<file path="config.mk">
export PLATFORM = sky130hd
export DESIGN_NAME = spi_xfer_master
export DESIGN_NICKNAME = d
export VERILOG_FILES = /design/src/rtl/spi_xfer_pkg.sv /design/src/rtl/spi_half_timer.sv /design/src/rtl/spi_sel_decode.sv /design/src/rtl/spi_shift_engine.sv /design/src/rtl/spi_xfer_master.sv
export SDC_FILE = /design/constraint.sdc
export NUM_CORES = 1
export LEC_CHECK = 0
export BUFFER_PORTS_ARGS = -buffer_cell sky130_fd_sc_hd__clkbuf_2
export CORE_AREA = 2 2 98 100
export CTS_CLUSTER_DIAMETER = 100
export CTS_CLUSTER_SIZE = 14
export DETAILED_ROUTE_END_ITERATION = 16
export DIE_AREA = 0 0 100 102
export HOLD_SLACK_MARGIN = 0.12
export PLACE_DENSITY = 0.73
export SLEW_MARGIN = 20
export SYNTH_ARGS = -nofsm -noshare
export SYNTH_HDL_FRONTEND = slang
export SYNTH_SLANG_ARGS = --single-unit
</file>
<file path="constraint.sdc">
create_clock -name clk -period 5.64 [get_ports clk]
set_clock_uncertainty 0.1 [all_clocks]
set_input_delay 0.282 -clock clk [delete_from_list [all_inputs] [get_ports clk]]
set_output_delay 0.282 -clock clk [all_outputs]
set_load 0.01 [all_outputs]
</file>
<file path="src/rtl/spi_xfer_pkg.sv">
package spi_xfer_pkg;

   typedef enum logic [1:0] {
      PH_IDLE  = 2'd0,
      PH_SHIFT = 2'd1,
      PH_TAIL  = 2'd2
   } xfer_phase_e;

   // limit a requested character length to the supported window
   function automatic int clamp_len(input int raw, input int lo, input int hi);
      if (raw < lo) return lo;
      if (raw > hi) return hi;
      return raw;
   endfunction

endpackage

</file>
<file path="src/rtl/spi_half_timer.sv">
module spi_half_timer #(
   parameter int DIV_W = 8
) (
   input  logic             clk,
   input  logic             rst_n,
   input  logic             run,
   input  logic [DIV_W-1:0] div,
   output logic             tick
);

   logic [DIV_W-1:0] cnt;
   logic             past_valid;

   assign tick = run && (cnt == div);

   always_ff @(posedge clk or negedge rst_n) begin
      if (!rst_n) begin
         cnt        <= '0;
         past_valid <= 1'b0;
      end else begin
         past_valid <= 1'b1;
         if (!run || tick) cnt <= '0;
         else              cnt <= cnt + DIV_W'(1);
      end
   end


   tick_gap_chk: assert property (@(posedge clk) disable iff (!rst_n)
      (past_valid && run && tick && (div != '0)) |=> !tick);

endmodule

</file>
<file path="src/rtl/spi_sel_decode.sv">
module spi_sel_decode #(
   parameter int NUM_SS = 4,
   parameter int SS_W   = 2
) (
   input  logic              active,
   input  logic [SS_W-1:0]   idx,
   output logic [NUM_SS-1:0] ss_n
);

   for (genvar i = 0; i < NUM_SS; i++) begin : g_line
      assign ss_n[i] = !(active && (int'(idx) == i));
   end

endmodule

</file>
<file path="src/rtl/spi_shift_engine.sv">
module spi_shift_engine #(
   parameter int MAX_BITS = 16,
   parameter int LEN_W    = 5
) (
   input  logic                clk,
   input  logic                rst_n,
   input  logic                load,
   input  logic                late_phase,
   input  logic [LEN_W-1:0]    len_in,
   input  logic [MAX_BITS-1:0] tx_word,
   input  logic                launch,
   input  logic                sample,
   input  logic                finish,
   input  logic                miso,
   output logic                mosi,
   output logic [MAX_BITS-1:0] rx_word
);

   logic [MAX_BITS-1:0] tx_sr;
   logic [MAX_BITS-1:0] rx_sr;
   logic [MAX_BITS-1:0] aligned;
   logic                past_valid;

   // move the character so its top bit sits at the shift-out end
   assign aligned = tx_word << (MAX_BITS - int'(len_in));

   always_ff @(posedge clk or negedge rst_n) begin
      if (!rst_n) begin
         tx_sr      <= '0;
         rx_sr      <= '0;
         mosi       <= 1'b0;
         rx_word    <= '0;
         past_valid <= 1'b0;
      end else begin
         past_valid <= 1'b1;
         if (load) begin
            rx_sr <= '0;
            if (late_phase) begin
               tx_sr <= aligned;
               mosi  <= 1'b0;
            end else begin
               tx_sr <= {aligned[MAX_BITS-2:0], 1'b0};
               mosi  <= aligned[MAX_BITS-1];
            end
         end else begin
            if (launch) begin
               mosi  <= tx_sr[MAX_BITS-1];
               tx_sr <= {tx_sr[MAX_BITS-2:0], 1'b0};
            end
            if (sample) rx_sr <= {rx_sr[MAX_BITS-2:0], miso};
            if (finish) begin
               rx_word <= rx_sr;
               mosi    <= 1'b0;
            end
         end
      end
   end


   rx_hold_chk: assert property (@(posedge clk) disable iff (!rst_n)
      (past_valid && !finish) |=> $stable(rx_word));

endmodule

</file>
<file path="src/rtl/spi_xfer_master.sv">
module spi_xfer_master #(
   parameter int MIN_BITS = 4,
   parameter int MAX_BITS = 16,
   parameter int NUM_SS   = 4,
   parameter int DIV_W    = 8,
   localparam int LEN_W   = $clog2(MAX_BITS + 1),
   localparam int SS_W    = (NUM_SS > 1) ? $clog2(NUM_SS) : 1
) (
   input  logic                clk,
   input  logic                rst_n,
   input  logic                start,
   input  logic                cpol,
   input  logic                cpha,
   input  logic [LEN_W-1:0]    char_len,
   input  logic [SS_W-1:0]     ss_idx,
   input  logic [DIV_W-1:0]    clk_div,
   input  logic [MAX_BITS-1:0] tx_word,
   input  logic                miso,
   output logic                busy,
   output logic                done,
   output logic [MAX_BITS-1:0] rx_word,
   output logic                sclk,
   output logic                mosi,
   output logic [NUM_SS-1:0]   ss_n
);
   import spi_xfer_pkg::*;

   localparam int EC_W = LEN_W + 1;

   if (MIN_BITS < 2 || MAX_BITS < MIN_BITS) begin : g_bad_len
      $error("character length window is invalid");
   end
   if (NUM_SS < 1 || DIV_W < 1) begin : g_bad_cfg
      $error("select count and divisor width must be positive");
   end

   xfer_phase_e      phase;
   logic             cpol_q;
   logic             cpha_q;
   logic [LEN_W-1:0] len_q;
   logic [SS_W-1:0]  idx_q;
   logic [DIV_W-1:0] div_q;
   logic [EC_W-1:0]  ecnt;
   logic [EC_W-1:0]  last_edge;
   logic [LEN_W-1:0] len_eff;
   logic             accept;
   logic             tick;
   logic             edge_tick;
   logic             leading;
   logic             sample_en;
   logic             launch_en;
   logic             finish;
   logic             done_q;
   logic             past_valid;

   assign len_eff   = LEN_W'(clamp_len(int'(char_len), MIN_BITS, MAX_BITS));
   assign accept    = start && (phase == PH_IDLE);
   assign last_edge = {len_q, 1'b0} - EC_W'(1);
   assign edge_tick = tick && (phase == PH_SHIFT);
   assign leading   = !ecnt[0];
   assign sample_en = edge_tick && (leading ^ cpha_q);
   assign launch_en = edge_tick && !(leading ^ cpha_q);
   assign finish    = tick && (phase == PH_TAIL);
   assign busy      = (phase != PH_IDLE);
   assign done      = done_q;

   always_ff @(posedge clk or negedge rst_n) begin
      if (!rst_n) begin
         phase      <= PH_IDLE;
         cpol_q     <= 1'b0;
         cpha_q     <= 1'b0;
         len_q      <= LEN_W'(MIN_BITS);
         idx_q      <= '0;
         div_q      <= '0;
         ecnt       <= '0;
         sclk       <= 1'b0;
         done_q     <= 1'b0;
         past_valid <= 1'b0;
      end else begin
         past_valid <= 1'b1;
         done_q     <= finish;
         unique case (phase)
            PH_IDLE: begin
               sclk <= cpol;
               if (accept) begin
                  phase  <= PH_SHIFT;
                  cpol_q <= cpol;
                  cpha_q <= cpha;
                  len_q  <= len_eff;
                  idx_q  <= ss_idx;
                  div_q  <= clk_div;
                  ecnt   <= '0;
               end
            end
            PH_SHIFT: begin
               if (tick) begin
                  sclk <= ~sclk;
                  if (ecnt == last_edge) phase <= PH_TAIL;
                  else                   ecnt  <= ecnt + EC_W'(1);
               end
            end
            PH_TAIL: begin
               if (tick) phase <= PH_IDLE;
            end
            default: phase <= PH_IDLE;
         endcase
      end
   end

   spi_half_timer #(.DIV_W(DIV_W)) u_timer (
      .clk   (clk),
      .rst_n (rst_n),
      .run   (busy),
      .div   (div_q),
      .tick  (tick)
   );

   spi_shift_engine #(.MAX_BITS(MAX_BITS), .LEN_W(LEN_W)) u_engine (
      .clk        (clk),
      .rst_n      (rst_n),
      .load       (accept),
      .late_phase (cpha),
      .len_in     (len_eff),
      .tx_word    (tx_word),
      .launch     (launch_en),
      .sample     (sample_en),
      .finish     (finish),
      .miso       (miso),
      .mosi       (mosi),
      .rx_word    (rx_word)
   );

   spi_sel_decode #(.NUM_SS(NUM_SS), .SS_W(SS_W)) u_sel (
      .active (busy),
      .idx    (idx_q),
      .ss_n   (ss_n)
   );


   done_pulse_chk: assert property (@(posedge clk) disable iff (!rst_n)
      done |=> !done);


   done_release_chk: assert property (@(posedge clk) disable iff (!rst_n)
      done |-> ((&ss_n) && !busy));


   sel_hold_chk: assert property (@(posedge clk) disable iff (!rst_n)
      (past_valid && busy && $past(busy)) |-> $stable(ss_n));


   idle_level_chk: assert property (@(posedge clk) disable iff (!rst_n)
      (past_valid && !busy && $past(!busy)) |-> (sclk == $past(cpol)));


   sclk_quiet_chk: assert property (@(posedge clk) disable iff (!rst_n)
      (past_valid && $past(phase == PH_SHIFT) && !$past(tick)) |-> $stable(sclk));


   sel_count_chk: assert property (@(posedge clk) disable iff (!rst_n)
      busy |-> ($countones(~ss_n) <= 1));

endmodule

</file>
# ---- After elaboration in Yosys (flattened, before gate mapping)
# Index checks and enable logic that the tools add are counted.
# W data, S select, Z words.
dict set report classes {
  n_addsub 4
  n_lt_le_gt_ge 2
  n_eq_ne 12
  n_shift 1
  muxes 28
  n_bitwise 3
  n_reduce_logical 30
}
# operator n
set ops {}
lappend ops {{$mux W16} 5}
lappend ops {{$shl A16 B32 Y16} 1}
lappend ops {{$mux W6} 3}
lappend ops {{$mux W5} 3}
lappend ops {{$pmux W6 S2} 1}
lappend ops {{$logic_and A1 B1 Y1} 10}
lappend ops {{$add A8 B1 Y8 const B} 1}
lappend ops {{$eq A8 B8 Y1} 1}
lappend ops {{$mux W1} 8}
lappend ops {{$mux W2} 4}
lappend ops {{$mux W8} 1}
lappend ops {{$ne A2 B2 Y1 const B} 4}
lappend ops {{$reduce_and A4 Y1} 2}
lappend ops {{$reduce_bool A2 Y1} 4}
lappend ops {{$logic_not A1 Y1} 7}
lappend ops {{$add A6 B1 Y6 const B} 1}
lappend ops {{$eq A2 B2 Y1 const B} 3}
lappend ops {{$eq A6 B6 Y1} 1}
lappend ops {{$pmux W2 S3} 1}
lappend ops {{$reduce_and A2 Y1} 3}
lappend ops {{$sub A5 B5 Y6 const A} 1}
lappend ops {{$sub A6 B1 Y6 const B} 1}
lappend ops {{$gt A5 B5 Y1 const B} 1}
lappend ops {{$lt A5 B3 Y1 const B} 1}
lappend ops {{other kinds (9)} 12}
dict set report totals {
  regBits 83
  in_bits 37
  out_inout_bits 24
}

# ---- Depth between registers and ports, before layout
dict set report depth {
  ltp_word 9
  mapped_depth 12
  ltp_nobuf 10
}

# ---- Hierarchy
# A second synthesis with hierarchy kept.
dict set report hier_totals {
  cells_unflattened 499
  area_unflattened_um2 4967.3
}
# mod instances cells_per_inst area_per_inst_um2
set modules_own_cells {}
lappend modules_own_cells {spi_shift_engine 1 301 3106.7}
lappend modules_own_cells {spi_xfer_master 1 148 1331.3}
lappend modules_own_cells {spi_half_timer 1 46 500.5}
lappend modules_own_cells {spi_sel_decode 1 4 28.8}

# ---- Least setup slack after synthesis
# OpenSTA, ideal clock, no wires.
dict set report synth_path {
  path_type {input -> register}
  start {input port char_len[2]}
  end {register u_engine.tx_sr[14]}
  t_arrival_ps 3124
  t_required_ps 5414
  path_slack_ps 2290
  stages 12
  path_buffers 2
  path_cell_list {o21ai_0 nor2_2 inv_2 ha_1 clkbuf_2 or3_1 and2_1 buf_6 mux4_2 mux2_2 a21o_1 o32a_1}
}
dict set report synth_between {
  elab_chain_cells 9
}
# item line_no
set synth_rtl {}
lappend synth_rtl {{from (decl)} spi_xfer_master.sv:14} ;# input logic [LEN_W-1:0] char_len,
lappend synth_rtl {{$gt A5 B5 Y1 / $lt A5 B3 Y1 (equally long branches)} {spi_xfer_pkg.sv:12, spi_xfer_pkg.sv:11}}
lappend synth_rtl {{$mux W1 / $mux W3 (equally long branches)} {spi_xfer_pkg.sv:12, spi_xfer_pkg.sv:11}}
lappend synth_rtl {{$mux W1 / $mux W5 (equally long branches)} spi_xfer_pkg.sv:12} ;# if (raw > hi) return hi;
lappend synth_rtl {{$mux W5} spi_xfer_pkg.sv:13} ;# return raw;
lappend synth_rtl {{$mux W5 (*)} spi_xfer_pkg.sv:12}
lappend synth_rtl {{$sub A5 B5 Y6 (*)} spi_shift_engine.sv:25} ;# assign aligned = tx_word << (MAX_BITS - int'(len_in));
lappend synth_rtl {{$shl A16 B32 Y16 (*)} spi_shift_engine.sv:25}
lappend synth_rtl {{$mux W16 (*)} spi_shift_engine.sv:38} ;# if (late_phase) begin
lappend synth_rtl {{$mux W16 (*)} spi_shift_engine.sv:36} ;# if (load) begin
lappend synth_rtl {{to (signal assigned)} spi_shift_engine.sv:39} ;# tx_sr <= aligned;
lappend synth_rtl {{to (signal assigned)} spi_shift_engine.sv:42} ;# tx_sr <= {aligned[MAX_BITS-2:0], 1'b0};
lappend synth_rtl {{to (signal assigned)} spi_shift_engine.sv:48} ;# tx_sr <= {tx_sr[MAX_BITS-2:0], 1'b0};
lappend synth_rtl {{to (decl)} spi_shift_engine.sv:19} ;# logic [MAX_BITS-1:0] tx_sr;
# Mark *: on every way between the ends. The rest lies on a longest branch, timed or not. The select of a mux whose other input is x is not followed.
# A chain may end at the register's enable or synchronous reset.

# ---- Worst setup path after layout
dict set report layout_path {
  start {input port char_len[3]}
  end {register u_engine.tx_sr[14]}
}
# Same word-level chain as after synthesis.

==> results summary <==
After the first detailed-routing iteration, the DRC count stood at 230. The portion of the clock cycle consumed by the worst path in the final layout is 69.0%. The H-tree was split into 3 levels. The required time of the critical path is 5.76 ns. The height of the die came out at 102 microns.

Among cell families on the critical path, the largest total delay comes from compound AO/OA/AOI/OAI gates. The startpoint-to-endpoint class of the critical path is in2reg. The endpoint arrival time on the critical path is 4.01 ns.

The setup violation total in the final timing report came out at 0. Summing every instance area after synthesis gives 4610 sq um. STA classifies the critical path startpoint as an input port.

The die covers 10200 sq um. The final number of hold-violating endpoints is 0. By instance count, the leading cell after synthesis is nand2_1. For this run, asynchronously set or reset flops after synthesis account for 100%. The sequential fraction of the synthesis area is 45.1%. Using the TritonRoute via totals, the vias-per-cell ratio works out to 5.95. The starting utilization of the core area came out at 50.6%. The synthesized net count is 535. The cell type of the slowest stage on the worst timing path is mux4_2. The number of enable flip-flop cells after synthesis is 0. The worst ir drop on vdd came out at 137 uV. The met3 routed wirelength is 611 microns. The startpoint identified for the worst register-to-register timing path is u_timer.cnt[0]$_DFF_PN0_.

The share of layout cells above drive strength 1 is 17.2%. The count of mapped cells out of synthesis came out at 494. The routed wire length came out at 11000 microns. The number of buffers inserted to repair setup after CTS came out at 0. The length of the first detailed-routing pass in iterations is 5. The mean instance size in the synthesized netlist came out at 9.33 sq um. The Yosys step of the flow raised 0 warnings.

The initial antenna violation count is 0. The slew of the pin with the lowest slew margin came out at 1.00 ns. The average wire per standard cell is 16.3 microns. Sorting the synthesized cells by area gives the leading types as dfrtp_1 (45%), nand2_1 (9.8%), mux4_2 (4.9%), mux2i_1 (4.8%), xor2_1 (3.4%). For hold timing, the worst endpoint is len_q[1]$_DFFE_PN0P_. The worst flop-to-flop path endpoint is u_engine.mosi$_DFFE_PN0P_. No sink is reached through more buffers than the 2 on the longest clock path. In this run the tool buffered the top-level ports with 60 buffer cells. On the final layout, the worst hold slack is 0.186 ns. The number of fillers in the final layout came out at 803.

The number of routed nets with antenna violations is 0. Counting instances, the worst hold path has a depth of 3. The standard-cell row count came out at 35.

The post-route DRC violation count came out at 0. Across all register-to-register paths, the minimum setup slack is 2.78 ns. In the synthesized netlist the dominant register cell turns out to be dfrtp_1. The routed layout has 4013 vias.

The HPWL after detailed placement is 7700 microns. Across every metal layer, demand over resource in global routing totals 23.3%. TritonCTS built the clock tree. The analysis attributes to cell leakage a power of 2.64 nW. Relative to the synthesized area, the layout overhead comes to 15.5%. The summed negative setup slack over all endpoints is 0 ns. The clock period minus worst slack is 3.89 ns.

The I/O pin count came out at 61. The final max-slew violation count is 0. The tree is rooted in a clkbuf_8. 0 antenna diodes ended up in the layout. The count of state elements after synthesis is 83. The worst hold path startpoint is char_len[1].

The top-area cell type share of the netlist area came out at 44.5%. The run finished with clean final reports. The number of maximum-capacitance constraint violations came out at 0.

The headroom to the max-slew limit came out at 32.9%. Power spread over the standard cell area amounts to 227 nW/um^2. In this run the worst path has a maximum fanout of 9. The highest clock rate came out at 257 MHz.

The later pin in the worst-skew pair is clocked with a latency of 0.35 ns. The via count of the first global-routing pass is 3991. The largest net degree at the start of global routing came out at 84. The layout net count came out at 600. The count of different cell masters after synthesis came out at 60. The placeable core region is 9110 sq um. The first-pass GRT wire length came out at 18800 microns. The class of the worst hold path is in2reg. Counting cells, the worst reg-to-reg path comes to 6.

The die is 100 microns wide. The number of buffers created by CTS came out at 9. The wire length on met2 is 5330 microns. The maximum cell stage delay along the critical path came out at 0.57 ns. The number of buffers and inverters on the critical path is 3.

The cell type with the largest total area after synthesis is dfrtp_1. Setup repair after global routing left no endpoint under its margin. The critical path goes through dlygate4sd3_1 > clkbuf_2 > o21ai_0 > nor2_2 > inv_2 > ha_1 > or3_1 > and2_1 > mux4_2 > mux2_2 > a21o_1 > o32a_1. The detailed router put a total of 4810 microns of wire on met1. The clock-pin slew on the worst setup and hold paths came out at 0.08 ns.

STA classifies the critical path endpoint as a flop. The global placer's final weighted congestion is 0.885. The sum of overflow across all layers after global routing is 0. The clock net sink count came out at 83.

The uppermost signal routing layer after detailed routing is met4. In the synthesized netlist, the cells that appear most often are nand2_1 (120), dfrtp_1 (82), nor2_1 (36).
## worst register-to-register path, cell delays in order (launching register included)
cell,delay [ns]
dfrtp_1,0.44
xor2_1,0.16
nor4_1,0.52
and3_1,0.30
nand3_1,0.51
clkinv_1,0.54
o21ai_0,0.15
## cells by family after synthesis
group | count (synthesis) | synth area share (%)
adders and majority gates | 4 | 1.09
DFF | 83 | 45.1
and+or+nand+nor | 206 | 19.3
buffers and inverters | 35 | 3.20
xor gates and xnor gates | 24 | 4.56
muxes | 35 | 10.4
AOI/OAI and AO/OA | 107 | 16.4
## placed cells by master (no fill, tap or decap), types with 3 or more instances in the layout
master and instances:
o22a_1 5, nand3_1 8, a211oi_1 3, a22oi_1 3, o211ai_1 3, dlygate4sd3_1 13
clkbuf_8 11, clkbuf_2 59, or3_1 3, nor2_1 36, xor2_1 18, inv_1 10
o2111ai_1 3, a211o_1 3, a22o_1 16, nand4_1 6, a31oi_1 4, buf_4 4
dfrtp_1 82, a221oi_1 4, mux2i_1 22, nand2_1 120, a2bb2oi_1 3, ha_1 4
o21ai_0 23, nor3_1 6, and2_1 3, nand2b_1 4, mux2_2 3, o22ai_1 4
mux4_2 10, a21oi_1 17, and3_1 8, xnor2_1 6
## sequential cells by signal (all words and copies together) (netlist names)
signal and cells:
done 1, cpha_q 1, u_timer.cnt 8, len_q 5
sclk 1, u_engine.rx_word 16, div_q 8, u_engine.rx_sr 16
u_engine.mosi 1, u_engine.tx_sr 16, idx_q 2, ecnt 6
phase 2
## routing by layer
layer	vias to the layer above	track usage (%)
met4	0	9.91
met3	25	4.24
li1	1898	-
met5	-	0
met2	139	39.3
met1	1951	29.8
## per-stage QoR
| stage | setup slack, ns | std cells | area [sq um] | utilization (%) | power (W) |
|---|---|---|---|---|---|
| after CTS | 1.83 | 675 | 5320 | 58.4 | 0.00122 |
| after floorplan | 2.29 | 494 | 4610 | - | 0.000712 |
| after global placement | 2.18 | 646 | 4980 | 54.6 | 0.000760 |
| after detailed placement | 2.00 | 646 | 4980 | 54.6 | 0.000762 |
| after global routing | 1.50 | 675 | 5320 | 58.4 | 0.00126 |
| final | 1.75 | 675 | 5320 | 58.4 | 0.00121 |
## how the worst max path moves through the flow
stage / start / end / slack (ns) / cells after the start
5_1_grt: char_len[3] / u_engine.tx_sr[14]$_DFFE_PN0P_ / 1.50 / 12
2_1_floorplan: char_len[2] / u_engine.tx_sr[14]$_DFFE_PN0P_ / 2.29 / 12
4_1_cts: char_len[3] / u_engine.tx_sr[14]$_DFFE_PN0P_ / 1.83 / 12
3_3_place_gp: char_len[2] / u_engine.tx_sr[14]$_DFFE_PN0P_ / 2.18 / 11
3_5_place_dp: char_len[2] / u_engine.tx_sr[14]$_DFFE_PN0P_ / 2.00 / 11
6_report: char_len[3] / u_engine.tx_sr[14]$_DFFE_PN0P_ / 1.75 / 12
## report_power, final
part           leakage (nW)  switching (W)  internal, W
Combinational          1.45      0.0000882    0.0000660
Clock                 0.107       0.000216     0.000232
Sequential             1.08     0.00000485     0.000600
## final cells by class
class	instances	area [sq um]	area share [%]
multi-input cells	376	2380	44.7
flip-flops and latches	83	2080	39.1
repair buffers	77	467	8.77
clock buffers	12	155	2.92
well taps	111	139	2.61
clock inverters	4	56.3	1.06
inverters	12	45.0	0.846
## repair_timing
action	CTS	global route
resized for setup	0	0
hold buffers	13	0
endpoints found under the hold margin	94	0
No activity file was read; power rests on OpenSTA's default activity.
